`src/rtl/dac_dbuf_bank.sv`:
```
module dac_dbuf_bank #(
  parameter int CH     = 4,
  parameter int CODE_W = 10,
  parameter int WORD_W = 16,
  parameter int SYNC_N = 2
) (
  input  logic                 clk,
  input  logic                 rst_n,
  input  logic                 strap_hi,
  input  logic                 word_vld,
  input  logic [WORD_W-1:0]    word,
  input  logic                 load_n,
  output logic [CH*CODE_W-1:0] code_out
);
  localparam int CTL_W = 4;
  localparam int SEL_W = $clog2(CH);
  localparam int PAD_W = WORD_W - CTL_W - CODE_W;
  localparam logic [CTL_W-1:0] CTL_UPD  = CTL_W'(CH);
  localparam logic [CTL_W-1:0] CTL_COPY = CTL_W'(2*CH);

  logic [CTL_W-1:0]  ctl;
  logic [CODE_W-1:0] data;
  logic [SYNC_N-1:0] ld_sync;
  logic              load_act, wr_in, wr_upd, copy_all;
  logic [CODE_W-1:0] in_q  [CH];
  logic [CODE_W-1:0] dac_q [CH];

  assign ctl      = word[WORD_W-1 -: CTL_W];
  assign data     = CODE_W'(word[WORD_W-CTL_W-1:0] >> PAD_W);
  assign load_act = ~ld_sync[SYNC_N-1];
  assign wr_in    = word_vld && (ctl < CTL_COPY);
  assign wr_upd   = word_vld && (ctl >= CTL_UPD) && (ctl < CTL_COPY);
  assign copy_all = word_vld && (ctl == CTL_COPY);

  always_ff @(posedge clk) begin
    if (!rst_n) ld_sync <= '1;
    else        ld_sync <= {ld_sync[SYNC_N-2:0], load_n};
  end

  for (genvar i = 0; i < CH; i++) begin : g_ch
    logic              hit;
    logic [CODE_W-1:0] in_nxt;
    assign hit    = wr_in && (ctl[SEL_W-1:0] == SEL_W'(i));
    assign in_nxt = hit ? data : in_q[i];

    always_ff @(posedge clk) begin
      if (!rst_n) begin
        in_q[i]  <= {CODE_W{strap_hi}};
        dac_q[i] <= {CODE_W{strap_hi}};
      end else begin
        in_q[i] <= in_nxt;
        if (load_act || copy_all || (hit && wr_upd)) dac_q[i] <= in_nxt;
      end
    end

    assign code_out[i*CODE_W +: CODE_W] = dac_q[i];

    a_r2_strap_reset: assert property (@(posedge clk)
      !rst_n |=> (dac_q[i] == {CODE_W{$past(strap_hi)}}) && (in_q[i] == {CODE_W{$past(strap_hi)}}))
      else $error("R2 reset value");

    a_r4_input_only: assert property (@(posedge clk) disable iff (!rst_n)
      (word_vld && ctl < CTL_UPD && !load_act) |=> $stable(dac_q[i]))
      else $error("R4 output changed");

    a_r5_write_update: assert property (@(posedge clk) disable iff (!rst_n)
      (word_vld && ctl == CTL_W'(CH + i)) |=> (dac_q[i] == $past(data)) && (in_q[i] == $past(data)))
      else $error("R5 update");

    a_r6_copy_all: assert property (@(posedge clk) disable iff (!rst_n)
      (word_vld && ctl == CTL_COPY) |=> dac_q[i] == in_q[i])
      else $error("R6 copy");

    a_r7_ignored: assert property (@(posedge clk) disable iff (!rst_n)
      (word_vld && ctl > CTL_COPY && !load_act) |=> $stable(dac_q[i]) && $stable(in_q[i]))
      else $error("R7 ignored code");

    a_r8_load_copy: assert property (@(posedge clk) disable iff (!rst_n)
      (load_act && !word_vld) |=> dac_q[i] == in_q[i])
      else $error("R8 load copy");
  end
endmodule

```
`config.mk`:
```
export PLATFORM = sky130hd
export DESIGN_NAME = dac_dbuf_bank
export DESIGN_NICKNAME = d
export VERILOG_FILES = /design/src/rtl/dac_dbuf_bank.sv
export SDC_FILE = /design/constraint.sdc
export NUM_CORES = 1
export LEC_CHECK = 0
export BUFFER_PORTS_ARGS = -buffer_cell sky130_fd_sc_hd__buf_2
export CAP_MARGIN = 20
export CORE_MARGIN = 2
export CORE_UTILIZATION = 45
export CTS_CLUSTER_DIAMETER = 40
export CTS_CLUSTER_SIZE = 8
export DETAILED_ROUTE_END_ITERATION = 7
export GPL_TIMING_DRIVEN = 0
export PLACE_DENSITY = 0.67
export SLEW_MARGIN = 40
export SYNTH_ARGS = -nofsm -noshare
export SYNTH_HDL_FRONTEND = slang
export SYNTH_SLANG_ARGS = --single-unit
```
`constraint.sdc`:
```
create_clock -name clk -period 1.8 [get_ports clk]
set_input_delay 0.27 -clock clk [delete_from_list [all_inputs] [get_ports clk]]
set_output_delay 0.27 -clock clk [all_outputs]
set_load 0.05 [all_outputs]
```
==> results of run 1 <==
through the flow:
stage	setup TNS (ns)	setup slack [ns]
after floorplan	0	0.101
after global placement	-6.37	-0.287
after detailed placement	-5.54	-0.288
after CTS	0	0.0606
after global routing	-0.00974	-0.00974
final	0	0.110
what timing repair did:
action	in CTS	in global routing
setup endpoints to repair	0	1
hold buffers	0	0
gates resized for setup	0	1
synth_stat cells, types with 2 or more instances:
cell type  count  share of area (%)
a311oi_2       2               0.94
a31oi_1       11                2.2
nand2b_1       2               0.39
a21o_1         2               0.47
edfxtp_1      40                 38
clkbuf_1      15                1.8
nand2_1        2               0.24
inv_2          2               0.24
buf_2          5               0.79
nor2_1         2               0.24
a31o_2         4                1.1
nor4_1         3               0.59
mux2i_1       40                 13
inv_1          3               0.35
dfxtp_1       42                 26
a21oi_1       71                 11
worst max-delay path, delay by kind of cell, from the launching register on:
family,cells,cell delay [ns]
AOI/OAI and AO/OA,2,0.83
DFF,1,0.43
and+or+nand+nor,1,0.14
path summary, 6_finish.rpt:
check                           cells after the start           end
worst max-delay path                                3  dac_q[1][10]
worst min-delay path                                2    ld_sync[0]
worst max register to register                      3  dac_q[1][10]
worst min register to register                      1    ld_sync[1]
report_power, final:
group	switching [uW]	internal [uW]
Sequential	39.3	2150
Clock	588	754
Combinational	540	182
Total	1170	3080
flip-flops by register name, summed over array words and instances, names as in the netlist:
name     flops
dac_q       40
in_q        40
ld_sync      2
metal layers:
layer	track usage, %	vias up
met2	27.8	48
met4	7.99	0
met3	4.52	8
met5	0	-
li1	-	1090
met1	23.6	1056
area by class of cell:
class                           instances  area, um^2  area share (%)
Clock inverter                          2        35.0           0.923
Multi-Input combinational cell        148        1040            27.4
Inverter                                5        18.8           0.495
Sequential cell                        82        2040            53.8
Buffer                                 21        92.6            2.44
Timing Repair Buffer                   55         275            7.25
Tap cell                               96         120            3.17
Clock buffer                           14         173            4.55
cell families after synthesis:
kind of cell,count (synthesis),share of synthesized area (%)
simple gates,13,2.56
xor+xnor,1,0.275
flops,82,64.2
mux,40,12.6
buf+inv,26,3.50
compound gates,94,16.9
==> results.toml, run 1 <==
[floorplanning]
core-area_mm2 = 0.00683
die_h_um = 88.1
die_w_um = 88.1
die_area_mm2 = 0.00776
rows = 30
ioPinCount = 61
start_util_pct = 46.6

[logic_synthesis]
synth_ff_type = "dfxtp_1"
postSynth.asyncResetShare_pct = 0
syn_area_mm2 = 0.00318
seq_area_frac_synth_pct = 64.2
synth_edf_count = 40
syn_inst = 256
synth_warnings = 0
yosysUniqueCellTypes = 26
synth.avg_cell_area_um2 = 12.4
ys_ff_latch = 82
syn_nets = 277

[layout]
final_cell_mix = "71 x a21oi_1, 60 x buf_2, 42 x dfxtp_1, 40 x mux2i_1, 40 x edfxtp_1"
final_cells = 423
final_nets = 343
final_util_pct = 55.5
syn_to_final_growth_pct = 19.3
fillerInstances = 622
finalInstanceArea_mm2 = 0.00379
drive_gt1_share_pct = 26.9
n_antenna_cell = 0
mostFrequentLayoutCell = "a21oi_1"

[global_routing]
grt_pass1_wl_mm = 9.97
grt-ovfl-total = 0
grt_pass1_vias = 1953
grt_max_degree = 14
antenna_found_initial = 1
globalRouteTotalUtil_pct = 17.8

[sta]
min_period_over_period_pct = 93.9
finalHoldViolations = 0
max-slew-margin-rel_pct = 47.9
skew_ns = 0.00544
tightest_slew_ns = 0.781
fin_hold_ws_ns = 0.124
finalCriticalPeriod_ns = 1.69
drv_slew = 0
setup_viol = 0
fmax_mhz = 592

[detailed_routing]
drt-initial-drc-count = 112
drt-total-wl_mm = 6.86
dr.pass1.iters = 4
num_vias = 2202
route.met2.wl_mm = 3.42
topRoutingLayerUsed = "met4"
wl_met1_mm = 3.06
drc = 0
drtAntennaViolNets = 0
post_drt_wl_per_cell_um = 16.2
met3WireLength_um = 322
routed_via_density = 5.21

[place]
portBuffers = 55
place_congestion = 0.821
placed_cells = 407
placed_area_mm2 = 0.00358
post-dp-hpwl_mm = 4.54

[pwr]
p_leak_uw = 0.00150
peakVddDrop_uv = 443
power_uw = 4250
p_per_area_mw_per_mm2 = 1120

[critical_path]
reg2reg_slack_ns = 0.11
path_max_fanout = 10
startpoint = "ld_sync[1]"
crit_slowest_cell = "a311oi_2"
cp.required_ns = 1.85
path_cells = "nor2_1, a311oi_2, a21oi_1"
reg2reg_from = "ld_sync[1]"
cp-start-kind = "register"
endpoint_kind = "register"
cpPeakStageDelay_ns = 0.70
crit_type = "register to register"
arrival_ns = 1.74

[cts]
cts_sinks = 82
clkSlewWorstSetupHoldPaths_ns = 0.07
cts_buffers = 9
clk_root_buffer_cell = "clkbuf_8"
insertion_delay_ns = 0.34
cts_setup_buffers = 0
cts_buffer_depth = 2
htreeDepth = 3
cts_tree = "built"

[flow_run]
cap_viol_max_count = 0

[min_path]
min-delay-start = "load_n"
hp-class = "primary input to register"

[status]
status = "completed"
(Power assumes the default switching activity.)
==> run 2, diff against run 1 <==
BUFFER_PORTS_ARGS = -buffer_cell sky130_fd_sc_hd__clkbuf_2   (was -buffer_cell sky130_fd_sc_hd__buf_2)
PLACE_DENSITY = 0.7   (was 0.67)
clock period = 1.5 ns   (was 1.8 ns; I/O delays follow)
==> run 2 against run 1 <==
Utilization rose by 0.75 points. Die area unchanged. Combinational power rose by 22%. Flip-flop and latch count did not move. Setup slack worse by 0.041 ns. Final cell count shrank 0.24%. Sequential share of layout area decreased by 0.69 points. Power is 22% higher. Global-route usage is 0.47 points higher. Register-to-register slack got worse by 0.02 ns. Clock power grew 24%.
==> results.toml, run 2 (same netlist as run 1, synthesis figures left out) <==
[sta]
finalHoldViolations = 0
fmax_mhz = 699
finalCriticalPeriod_ns = 1.43
drv_slew = 0
setup_viol = 0
tightest_slew_ns = 0.561
max-slew-margin-rel_pct = 62.1
finalSetupTns_ns = 0
min_period_over_period_pct = 95.4
skew_ns = 0.00570
finalWorstSetupSlack_ns = 0.0686
rsz0062_at_grt = "false"

[critical_path]
crit_buf_inv = 1
cp-start-kind = "primary input"
cp.required_ns = 1.58
crit_slowest_cell = "a311oi_4"
path_depth = 5
reg2reg_depth = 4
endpoint_kind = "register"
path_max_fanout = 10
crit_type = "primary input to register"
path_cells = "clkbuf_2, nor2b_1, a31o_2, a311oi_4, a21oi_1"
cpPeakStageDelay_ns = 0.56
arrival_ns = 1.51
path_delay_family = "compound AO/OA/AOI/OAI gates"

[detailed_routing]
drc = 0
drt-initial-drc-count = 119
routed_via_density = 5.32
post_drt_wl_per_cell_um = 16.4
drt-total-wl_mm = 6.93
dr.pass1.iters = 4
num_vias = 2247
drtAntennaViolNets = 0

[flow_run]
cap_viol_max_count = 0

[floorplanning]
die_h_um = 88.1
rows = 30
ioPinCount = 61
start_util_pct = 46.6
die_area_mm2 = 0.00776
core-area_mm2 = 0.00683
die_w_um = 88.1

[cts]
insertion_delay_ns = 0.35
htreeDepth = 3
cts_setup_buffers = 0
hold_buffers = 0
cts_buffer_depth = 2
cts_sinks = 82
clk_root_buffer_cell = "clkbuf_8"
cts_buffers = 9
cts_tree = "built"
clkSlewWorstSetupHoldPaths_ns = 0.08

[layout]
final_cell_mix = "70 x a21oi_1, 59 x clkbuf_2, 41 x dfxtp_1, 40 x edfxtp_1, 39 x mux2i_1"
n_antenna_cell = 0
syn_to_final_growth_pct = 20.9
final_util_pct = 56.3
reg_top3 = "dac_q x40, in_q x40, ld_sync x2"
drive_gt1_share_pct = 29.8
final_nets = 342
mostFrequentLayoutCell = "a21oi_1"

[global_routing]
antenna_found_initial = 0
grt_max_degree = 14
globalRouteTotalUtil_pct = 18.3
grt_pass1_wl_mm = 10.3
grt_pass1_vias = 2016
grt-ovfl-total = 0

[place]
post-dp-hpwl_mm = 4.68
place_ws_ns = -0.577
place_congestion = 0.875
portBuffers = 55

[min_path]
hp-class = "primary input to register"
hold_depth = 2

[pwr]
peakVddDrop_uv = 515
p_per_area_mw_per_mm2 = 1340
power_uw = 5170
p_leak_uw = 0.00152

[status]
status = "completed"
-- run 2: metal layers --
metal  wire (um)  vias to the layer above  global-route usage (%)
met5           0                        -                       0
met4         173                        0                    9.23
met3         430                       17                    3.86
met2        3380                       77                    29.3
met1        2950                     1059                    23.6
li1            -                     1094                       -
-- run 2: cell type report --
type                    count  area, um^2
fillers                   603        2990
flip-flops and latches     82        2040
multi-input cells         148        1080
repair buffers             55         275
clock buffers              10         128
well taps                  96         120
plain buffers              20         100
clock inverters             6        81.3
inverters                   5        18.8
-- run 2: path summary, 6_finish.rpt --
path	startpoint	to	slack, ns
worst max-delay path	word[14]	dac_q[1][12]	0.07
worst min-delay path	load_n	ld_sync[0]	0.05
worst max register to register	ld_sync[1]	dac_q[0][18]	0.09
worst min register to register	ld_sync[0]	ld_sync[1]	0.41
-- run 2: timing repair --
item	CTS	global route
gates resized for setup	1	10
pin swaps	0	2
endpoints found under the setup margin	40	36
-- run 2: through the flow --
stage / cells / area [um^2] / hold WS, ns
2_1_floorplan: 256 / 3190 / 0.326
3_3_place_gp: 407 / 3590 / 0.391
3_5_place_dp: 407 / 3590 / 0.397
4_1_cts: 422 / 3800 / 0.0459
5_1_grt: 422 / 3850 / 0.0889
6_report: 422 / 3850 / 0.0540
-- run 2: where the power goes --
group	internal [uW]	leakage, uW	total [uW]	switching (uW)
Sequential	2570	0.000748	2630	50.5
Combinational	224	0.000669	883	658
Clock	926	0.000104	1660	737
